==> src/rtl/clk_evt_pkg.sv <==
package clk_evt_pkg;
  localparam int N_CNT = 11;
  localparam int N_CAUSE = 8;

  // cause byte bit positions
  localparam int C_PRI_DOWN = 0;
  localparam int C_PRI_UP   = 1;
  localparam int C_SEC_DOWN = 2;
  localparam int C_SEC_UP   = 3;
  localparam int C_HOLD_IN  = 4;
  localparam int C_HOLD_OUT = 5;
  localparam int C_LOCK_OFF = 6;
  localparam int C_LOCK_ON  = 7;

  typedef enum logic [3:0] {
    K_BOTH_LOST = 4'd0,
    K_PRI_LOST  = 4'd1,
    K_SEC_LOST  = 4'd2,
    K_PRI_BACK  = 4'd3,
    K_SEC_BACK  = 4'd4,
    K_SWO_PRI   = 4'd5,
    K_SWO_SEC   = 4'd6,
    K_HOLD_IN   = 4'd7,
    K_HOLD_OUT  = 4'd8,
    K_SYNC_LOST = 4'd9,
    K_SYNC_OK   = 4'd10
  } cnt_idx_e;
endpackage

==> src/rtl/evt_decode.sv <==
module evt_decode
  import clk_evt_pkg::*;
(
  input  logic               evt_valid,
  input  logic [N_CAUSE-1:0] evt_cause,
  input  logic               pri_lost_alarm,
  input  logic               sec_lost_alarm,
  input  logic               swo_pri,
  input  logic               swo_sec,
  output logic [N_CNT-1:0]   inc,
  output logic               imm_ready,
  output logic               hold_start,
  output logic               sel_set,
  output logic               sel_clr
);
  logic [N_CAUSE-1:0] c;

  always_comb begin
    c = evt_valid ? evt_cause : '0;
    inc = '0;
    inc[K_BOTH_LOST] = (c[C_PRI_DOWN] && sec_lost_alarm) ||
                       (c[C_SEC_DOWN] && pri_lost_alarm);
    inc[K_PRI_LOST]  = c[C_PRI_DOWN] && !sec_lost_alarm;
    inc[K_SEC_LOST]  = c[C_SEC_DOWN] && !pri_lost_alarm;
    inc[K_PRI_BACK]  = c[C_PRI_UP];
    inc[K_SEC_BACK]  = c[C_SEC_UP];
    inc[K_SWO_PRI]   = swo_pri;
    inc[K_SWO_SEC]   = swo_sec;
    inc[K_HOLD_IN]   = c[C_HOLD_IN];
    inc[K_HOLD_OUT]  = c[C_HOLD_OUT];
    inc[K_SYNC_LOST] = c[C_LOCK_OFF];
    inc[K_SYNC_OK]   = c[C_LOCK_ON];
    hold_start = c[C_HOLD_IN];
    imm_ready  = (c != '0) && !c[C_HOLD_IN];
    sel_set    = c[C_PRI_UP];
    sel_clr    = c[C_SEC_UP];
  end
endmodule

==> src/rtl/swo_timer.sv <==
module swo_timer #(
  parameter int TMR_CYCLES = 2500000
) (
  input  logic clk,
  input  logic rst_n,
  input  logic start,
  input  logic cur_sel,
  input  logic ref_active,
  output logic expire,
  output logic swo_pri,
  output logic swo_sec
);
  localparam int TW = $clog2(TMR_CYCLES + 1);
  localparam logic [TW-1:0] LOAD = TW'(TMR_CYCLES - 1);

  logic          run_q, run_d;
  logic [TW-1:0] cnt_q, cnt_d;
  logic          snap_sel_q, snap_sel_d;
  logic          snap_act_q, snap_act_d;

  assign expire  = run_q && (cnt_q == '0) && !start;
  assign swo_pri = expire && (ref_active != snap_act_q) && snap_sel_q;
  assign swo_sec = expire && (ref_active != snap_act_q) && !snap_sel_q;

  always_comb begin
    run_d      = run_q;
    cnt_d      = cnt_q;
    snap_sel_d = snap_sel_q;
    snap_act_d = snap_act_q;
    if (start) begin
      run_d      = 1'b1;
      cnt_d      = LOAD;
      snap_sel_d = cur_sel;
      snap_act_d = ref_active;
    end else if (run_q) begin
      if (cnt_q == '0) run_d = 1'b0;
      else             cnt_d = cnt_q - 1'b1;
    end
  end

  always_ff @(posedge clk or negedge rst_n) begin
    if (!rst_n) begin
      run_q      <= 1'b0;
      cnt_q      <= '0;
      snap_sel_q <= 1'b0;
      snap_act_q <= 1'b0;
    end else begin
      run_q      <= run_d;
      cnt_q      <= cnt_d;
      snap_sel_q <= snap_sel_d;
      snap_act_q <= snap_act_d;
    end
  end


  tmr_restart_chk: assert property (@(posedge clk) disable iff (!rst_n)
    start |=> (run_q && cnt_q == LOAD));
endmodule

==> src/rtl/sat_counter.sv <==
module sat_counter #(
  parameter int W = 32
) (
  input  logic         clk,
  input  logic         rst_n,
  input  logic         clr,
  input  logic         inc,
  output logic [W-1:0] cnt
);
  localparam logic [W-1:0] MAXV = '1;
  logic [W-1:0] cnt_d;
  logic         en;

  always_comb begin
    en    = clr || (inc && cnt != MAXV);
    cnt_d = clr ? W'(inc) : cnt + 1'b1;
  end

  always_ff @(posedge clk or negedge rst_n) begin
    if (!rst_n)  cnt <= '0;
    else if (en) cnt <= cnt_d;
  end


  no_wrap_chk: assert property (@(posedge clk) disable iff (!rst_n)
    (cnt == MAXV && !clr) |=> cnt == MAXV);

  clr_zero_chk: assert property (@(posedge clk) disable iff (!rst_n)
    (clr && !inc) |=> cnt == '0);
endmodule

==> src/rtl/clk_redund_evt_cnt.sv <==
module clk_redund_evt_cnt
  import clk_evt_pkg::*;
#(
  parameter int CNT_W      = 32,
  parameter int TMR_CYCLES = 2500000
) (
  input  logic                   clk,
  input  logic                   rst_n,
  input  logic                   evt_valid,
  input  logic [7:0]             evt_cause,
  input  logic                   pri_lost_alarm,
  input  logic                   sec_lost_alarm,
  input  logic                   ref_active,
  input  logic                   rd_clr,
  output logic                   ref_sel,
  output logic                   evt_ready,
  output logic [N_CNT*CNT_W-1:0] cnt_flat
);
  logic [1:0]       rst_sync;
  logic             rst_ni;
  logic [N_CNT-1:0] inc;
  logic             imm_ready, hold_start, sel_set, sel_clr;
  logic             tmr_expire, swo_pri, swo_sec;
  logic             ref_sel_d, ready_d;

  // asynchronous assert, synchronous release
  always_ff @(posedge clk or negedge rst_n) begin
    if (!rst_n) rst_sync <= 2'b00;
    else        rst_sync <= {rst_sync[0], 1'b1};
  end
  assign rst_ni = rst_sync[1];

  evt_decode u_dec (
    .evt_valid(evt_valid), .evt_cause(evt_cause),
    .pri_lost_alarm(pri_lost_alarm), .sec_lost_alarm(sec_lost_alarm),
    .swo_pri(swo_pri), .swo_sec(swo_sec),
    .inc(inc), .imm_ready(imm_ready), .hold_start(hold_start),
    .sel_set(sel_set), .sel_clr(sel_clr)
  );

  swo_timer #(.TMR_CYCLES(TMR_CYCLES)) u_tmr (
    .clk(clk), .rst_n(rst_ni), .start(hold_start), .cur_sel(ref_sel),
    .ref_active(ref_active), .expire(tmr_expire),
    .swo_pri(swo_pri), .swo_sec(swo_sec)
  );

  for (genvar k = 0; k < N_CNT; k++) begin : g_cnt
    sat_counter #(.W(CNT_W)) u_cnt (
      .clk(clk), .rst_n(rst_ni), .clr(rd_clr), .inc(inc[k]),
      .cnt(cnt_flat[k*CNT_W +: CNT_W])
    );
  end

  always_comb begin
    ref_sel_d = sel_clr ? 1'b0 : (sel_set ? 1'b1 : ref_sel);
    ready_d   = (imm_ready || tmr_expire) ? 1'b1 :
                (rd_clr ? 1'b0 : evt_ready);
  end

  always_ff @(posedge clk or negedge rst_ni) begin
    if (!rst_ni) begin
      ref_sel   <= 1'b0;
      evt_ready <= 1'b0;
    end else begin
      ref_sel   <= ref_sel_d;
      evt_ready <= ready_d;
    end
  end


  pri_back_sel_chk: assert property (@(posedge clk) disable iff (!rst_ni)
    (evt_valid && evt_cause[C_PRI_UP] && !evt_cause[C_SEC_UP]) |=> ref_sel);

  sec_back_sel_chk: assert property (@(posedge clk) disable iff (!rst_ni)
    (evt_valid && evt_cause[C_SEC_UP]) |=> !ref_sel);

  hold_no_ready_chk: assert property (@(posedge clk) disable iff (!rst_ni)
    (evt_valid && evt_cause[C_HOLD_IN] && !evt_ready) |=> !evt_ready);

  clr_ready_chk: assert property (@(posedge clk) disable iff (!rst_ni)
    (rd_clr && !evt_valid && !tmr_expire) |=> !evt_ready);

  imm_ready_chk: assert property (@(posedge clk) disable iff (!rst_ni)
    (evt_valid && evt_cause != 8'h00 && !evt_cause[C_HOLD_IN]) |=> evt_ready);
endmodule

==> config.mk <==
export PLATFORM = sky130hd
export DESIGN_NAME = clk_redund_evt_cnt
export DESIGN_NICKNAME = d
export VERILOG_FILES = /design/src/rtl/clk_evt_pkg.sv /design/src/rtl/evt_decode.sv /design/src/rtl/swo_timer.sv /design/src/rtl/sat_counter.sv /design/src/rtl/clk_redund_evt_cnt.sv
export SDC_FILE = /design/constraint.sdc
export NUM_CORES = 1
export LEC_CHECK = 0
export BUFFER_PORTS_ARGS = -buffer_cell sky130_fd_sc_hd__buf_4
export CORE_ASPECT_RATIO = 1.25
export CORE_MARGIN = 1
export CORE_UTILIZATION = 35
export CTS_CLUSTER_SIZE = 10
export DETAILED_ROUTE_END_ITERATION = 12
export GPL_ROUTABILITY_DRIVEN = 0
export PLACE_DENSITY = 0.53
export SETUP_SLACK_MARGIN = 0.3
export SYNTH_ARGS = -nofsm -noshare
export SYNTH_HDL_FRONTEND = slang
export SYNTH_SLANG_ARGS = --single-unit
export TNS_END_PERCENT = 1
==> constraint.sdc <==
create_clock -name clk -period 36 [get_ports clk]
set_input_delay 5.4 -clock clk [delete_from_list [all_inputs] [get_ports clk]]
set_output_delay 5.4 -clock clk [all_outputs]
set_load 0.03 [all_outputs]
==> results.md, run 1 <==
- Async SR Flop Fraction: 1.00
- Status: finished clean
- Via count: 20500
- Sw Ratio: 0.243
- Placed Cells: 3390
- Clock share of power: 0.491
- WL final: 68600 um
- Final HPWL DP: 47700 um
- Post-CTS Setup Bufs: 0
- End of the worst hold path: rst_sync[1]
- Sink Count: roughly 380
- Routed len/inst: 19.8 um
- Internal power: ~0.00072 W
- Clk_lat worst skew: just under 600 ps
- CP Launch Type: primary input
- Antenna-violating nets left: 0
- Cell Pwr Density: around 36 nW/um^2
- Hold_sp: rst_sync[0]
- Largest net degree at the start of global routing: between 100 and 150
- Hold Crit Class: reg -> reg
- H-tree depth: 2
- Worst path arrival time: about 8600 ps
- Ys Warns: 0
- Drt drc: 0
- Die W: around 220 um
- Syn_area_per_cell: ~9.0 um^2
- Clk_skew: roughly 22 ps
- IO Port Bufs: about 370
- Post-synth top area cell: dfrtp_1
- Psw: around 0.00023 W
- Antenna violations before repair: 2
- Setup TNS: 0 ps
- Peak supply drop: ~0.031 mV
- Hold depth: 0
- FF-to-FF End: g_cnt[3].u_cnt.cnt[27]
- First-pass GRT wire length: 110000 um
- Max cap viols: 0
- Post-CTS sizing: 0
- DR iter-0 viols: 1171
- Post-synth top flop: dfrtp_1
- Worst Max-Slew Pin Slew: ~1200 ps
- Synth unique cells: between 70 and 80
- CORE AREA: ~60000 um^2
- Sequential share of power: 0.462
- Die H: roughly 280 um
- Headroom to the max-slew limit: 0.201
- R2R Setup Slk: 32500 ps
- Synth area leaders: dfrtp_1, a21oi_1, or4_1
- Vias in the first global route: about 20000
- # hold bufs at CTS: 0
- Synthesis-to-finish area growth: 23.4%
- Setup violations, final: 0
- Clk slew on worst S/H paths: 60 ps
- Worst Setup End Kind: register
- Leakage power total: roughly 10 nW
- Non-Filler Instances: approximately 3500
- Total track usage: 0.217
- R2r startpoint: rst_sync[1]
- Layout cells sized above 1: 0.198
- Clock tree buffer depth: 3
- Seq/Total Area, Yosys: 0.450
- Synth Register Bits: ~380
- Combinational share of power: 0.047
- Synth Instances: approximately 2400
- F_max: ~0.12 GHz
- Die ar.: 61500 um^2
- Worst r2r path cells: 3
- Post-synth EDFFs: 0
- Minimum clock period after layout: between 8000 and 9000 ps
- Gr ovfl total: 0
- Period Utilization, post-route: 0.227
- Worst Setup SP: rd_clr
- Clock tree from TritonCTS: done
- Area share of the largest cell type after synthesis: 0.450
- Critical Path RT: between 30000 and 40000 ps
- RSZ-0062 raised after global routing: no
- 1st-pass router iterations: 5
- Pins over their slew limit: 0
- Row cnt: 100
- Top Ports: ~370
- Kind of critical path: in -> reg
- Mapped Nets: approximately 2400
- Root cell of the clock tree: clkbuf_16
- Mapped Area: approximately 21000 um^2
- Final number of hold-violating endpoints: 0
- Initial core utilization: 0.355
- Num CTS Buffers: 48
- CP max FO: between 100 and 150
- Vias per cell: approximately 5.9
- NumNets Final: ~2700
[cell usage after synthesis, types with 63 or more instances]
master	count
dfrtp_1	381
a21oi_1	238
nor2_1	165
nand2_1	164
nand3_1	139
or4_1	125
o21ai_0	119
o31ai_1	118
or3_1	118
nand4_1	108
clkbuf_1	106
nor4_1	63
[worst max-delay path, cell delays in order]
cell     delay, ps
buf_8          460
buf_4          830
buf_4          670
buf_4          670
nor2b_1         90
mux2_1         320
[layout by cell type (no fill, tap or decap), types with 62 or more instances in the layout]
master / synthesis / routed
a21oi_1: 238 / 238
nand4_1: 108 / 108
or3_1: 118 / 118
nand2_1: 164 / 164
dfrtp_1: 381 / 380
o31ai_1: 118 / 116
nand3_1: 139 / 139
nor2_1: 165 / 165
o21ai_0: 119 / 119
or4_1: 125 / 125
buf_4: 0 / 389
nor4_1: 63 / 62
[flip-flops by register name (all words and copies together) (netlist names)]
register,cells
rst_sync,2
u_tmr.snap_act_q,1
evt_ready,1
u_tmr.snap_sel_q,1
ref_sel,1
u_tmr.run_q,1
g_cnt.u_cnt.cnt,352
u_tmr.cnt_q,22
[area by class of cell]
type,count,area (um^2)
tap,765,957
clock inverter,3,32.5
clock buffer,75,1470
multi-input combinational,1800,11000
antenna,1,2.50
inverter,54,203
timing repair buffer,390,2940
fill,5862,33500
sequential,381,9540
[power groups by stage]
stage / clock network [W] / logic [W] / registers (W)
2_1_floorplan: 0 / 0.0000196 / 0.000455
3_3_place_gp: 0 / 0.0000449 / 0.000447
3_5_place_dp: 0 / 0.0000456 / 0.000447
4_1_cts: 0.000483 / 0.0000458 / 0.000440
5_1_grt: 0.000497 / 0.0000499 / 0.000441
6_report: 0.000467 / 0.0000446 / 0.000440
[worst max path at each step]
stage	endpoint	cells after the start
floorplan	evt_ready	0
global placement	g_cnt[5].u_cnt.cnt[5]	6
detailed placement	g_cnt[5].u_cnt.cnt[5]	6
CTS	g_cnt[5].u_cnt.cnt[5]	6
global route	g_cnt[5].u_cnt.cnt[18]	6
finish	g_cnt[5].u_cnt.cnt[5]	6
[cells by family (layout without fill, tap and decap cells)]
kind of cell	Yosys count	count (layout)	share of synthesized area
compound gates	596	596	0.173
xor+xnor	67	67	0.0277
fa+ha+maj	13	13	0.00768
buf+inv	176	522	0.0323
flops	381	381	0.450
mux	37	37	0.0194
other cells	1	2	0.000177
simple gates	1086	1086	0.290
[routing by layer]
metal | GRT usage | routed length, um | vias to the layer above
met5 | 0 | 0 | -
met4 | 0.0611 | 1620 | 0
met3 | 0.0445 | 3740 | 108
met2 | 0.365 | 33100 | 502
met1 | 0.281 | 30100 | 10200
li1 | - | - | 9689
[stage by stage]
stage               instance area [um^2]  hold slack (ps)  total power, W  setup slack [ps]   util
floorplan                          21200              331        0.000475             24590      -
global placement                   24600              334        0.000492             27240  0.413
detailed placement                 24600              338        0.000493             27230  0.413
CTS                                26100              351        0.000969             27860  0.438
global route                       26100              367        0.000988             27620  0.438
finish                             26100              351        0.000951             27840  0.438
No activity file was read; power rests on OpenSTA's default activity.
==> inputs of run 2 (changes only) <==
--- a/config.mk
+++ b/config.mk
@@ -12,7 +12,7 @@
 export CTS_CLUSTER_SIZE = 10
 export DETAILED_ROUTE_END_ITERATION = 12
 export GPL_ROUTABILITY_DRIVEN = 0
-export PLACE_DENSITY = 0.53
+export PLACE_DENSITY = 0.55
 export SETUP_SLACK_MARGIN = 0.3
 export SYNTH_ARGS = -nofsm -noshare
 export SYNTH_HDL_FRONTEND = slang
==> constraint.sdc (replaced) <==
create_clock -name clk -period 7 [get_ports clk]
set_input_delay 1.05 -clock clk [delete_from_list [all_inputs] [get_ports clk]]
set_output_delay 1.05 -clock clk [all_outputs]
set_load 0.03 [all_outputs]
==> results.md, run 2 (synthesis results as in run 1) <==
- 1st-pass router iterations: 5 (unchanged)
- Die H: 277 um (unchanged)
- Die ar.: 61500 um^2 (unchanged)
- Final number of hold-violating endpoints: 0 (unchanged)
- CP max FO: 32 (was 102)
- Biggest register: g_cnt.u_cnt.cnt (unchanged)
- Commonest non-fill, non-tap cell in the layout: buf_4 (unchanged)
- Leakage power total: 10.1 nW (was 10.2 nW)
- Cell Pwr Density: 183 nW/um^2 (was 36.4 nW/um^2)
- Routed len/inst: 19.3 um (was 19.8 um)
- Drt drc: 0 (unchanged)
- Largest register FFs: 352 (unchanged)
- FF-to-FF End: g_cnt[5].u_cnt.cnt[5] (was g_cnt[3].u_cnt.cnt[27])
- CP Capture Point: g_cnt[5].u_cnt.cnt[5] (unchanged)
- Minimum clock period after layout: roughly 4100 ps
- Post-CTS sizing: 0 (unchanged)
- Vias per cell: 5.86 (was 5.90)
- Fin util: 0.435 (was 0.438)
- Most frequent cells in the layout: buf_4, dfrtp_1, a21oi_1 (unchanged)
- Vias in the first global route: 19500 (was 19700)
- Critical Path RT: 7450 ps (was 36460 ps)
- Clk_lat worst skew: 580 ps (was 590 ps)
- Status: finished clean (unchanged)
- Power consumption: 0.00475 W (was 0.000951 W)
- Pre-CTS WS: 2370 ps (was 27230 ps)
- Kind of critical path: in -> reg (unchanged)
- Row cnt: 100 (unchanged)
- Die W: 222 um (unchanged)
- Clock tree from TritonCTS: done (unchanged)
- Synthesis-to-finish area growth: 22.7% (was 23.4%)
- DR iter-0 viols: 1433 (was 1171)
- Pins over their slew limit: 0 (unchanged)
- Largest regs: g_cnt.u_cnt.cnt x352, u_tmr.cnt_q x22, rst_sync x2 (unchanged)
- Period Utilization, post-route: 0.587
- Top Ports: 369 (unchanged)
- Setup violations, final: 0 (unchanged)
- R2r startpoint: u_tmr.cnt_q[2] (was rst_sync[1])
- F_max: 0.243 GHz
- CP Launch Type: primary input (unchanged)
- Non-Filler Instances: 3454 (was 3469)
- Max cap viols: 0 (unchanged)
- Final worst slack: 2890 ps (was 27840 ps)
- Antenna-violating nets left: 0 (unchanged)
- IO Port Bufs: 368 (unchanged)
- Root cell of the clock tree: clkbuf_16 (unchanged)
- Gr ovfl total: 0 (unchanged)
- RSZ-0062 raised after global routing: no (unchanged)
- Setup TNS: 0 ps (unchanged)
- Clock tree buffer depth: 3 (unchanged)
- Headroom to the max-slew limit: 0.142 (was 0.201)
- WL final: 66600 um (was 68600 um)
- Peak supply drop: 0.139 mV (was 0.0308 mV)
- CORE AREA: 59700 um^2 (unchanged)
- H-tree depth: 2 (unchanged)
- Clk_skew: 15.1 ps (was 22.3 ps)
- Num CTS Buffers: 47 (was 48)
- Largest net degree at the start of global routing: 191 (was 103)
- Total track usage: 0.212 (was 0.217)
- # fillers: 5769 (was 5862)
- R2R Setup Slk: 3070 ps (was 32500 ps)
- Post-CTS Setup Bufs: 0 (unchanged)
- # hold bufs at CTS: 0 (unchanged)
- Worst Setup End Kind: register (unchanged)
- First-pass GRT wire length: 108000 um (was 110000 um)
- NumNets Final: 2697 (was 2703)
- Layout cells sized above 1: 0.194 (was 0.198)
- Worst Max-Slew Pin Slew: 1280 ps (was 1190 ps)
- Worst path arrival time: 4560 ps (was 8620 ps)
- Clk slew on worst S/H paths: 50 ps (was 60 ps)
- Final HPWL DP: 46000 um (was 47700 um)
- Via count: 20200 (was 20500)
- Initial core utilization: 0.355 (unchanged)
- Worst Setup SP: evt_valid (was rd_clr)
- Worst r2r path cells: 6 (was 3)
- Placed Cells: 3385 (was 3390)
- Antenna violations before repair: 1 (was 2)
- Sink Count: 381 (unchanged)
- Hold Crit Class: in -> async (was reg -> reg)
-- run 2: cell type report --
cell class	instances	area [um^2]	share of cell area
antenna	1	2.50	0.0000963
clock buffer	62	1280	0.0493
clock inverter	6	66.3	0.00255
inverter	54	203	0.00780
multi-input combinational	1800	11000	0.423
sequential	381	9540	0.367
tap	765	957	0.0368
timing repair buffer	385	2940	0.113
-- run 2: report_power, final --
group	total, W	internal [W]	switching (W)
Clock	0.00226	0.00130	0.000954
Combinational	0.000231	0.0000588	0.000172
Sequential	0.00226	0.00223	0.0000357
Total	0.00475	0.00359	0.00116
-- run 2: critical path, cell delays in order --
cell     delay [ps]
buf_4           250
and2_1          450
nor4_1          420
nand4_1         930
buf_4           560
or4_1           540
mux2_1          320
-- run 2: how the worst min path moves through the flow --
stage | startpoint | endpoint | slack (ps) | cells past startpoint
after floorplan | rst_sync[0] | rst_sync[1] | 330 | 0
after global placement | rst_sync[1] | g_cnt[8].u_cnt.cnt[17] | 300 | 0
after detailed placement | rst_sync[1] | g_cnt[8].u_cnt.cnt[17] | 310 | 0
after CTS | rst_n | rst_sync[0] | 210 | 1
after global routing | rst_n | rst_sync[1] | 210 | 1
final | rst_n | rst_sync[0] | 240 | 1
-- run 2: routing by layer --
metal / track usage / routed length, um
met1: 0.279 / 29000
met2: 0.345 / 32000
met3: 0.0415 / 3380
met4: 0.0782 / 2190
met5: 0 / 0
-- run 2: metrics by stage --
step                      cell area, um^2  hold slack, ps
final                               26000             240
after global routing                26000             206
after CTS                           26000             206
after detailed placement            24600             306
after global placement              24600             300
after floorplan                     21200             331
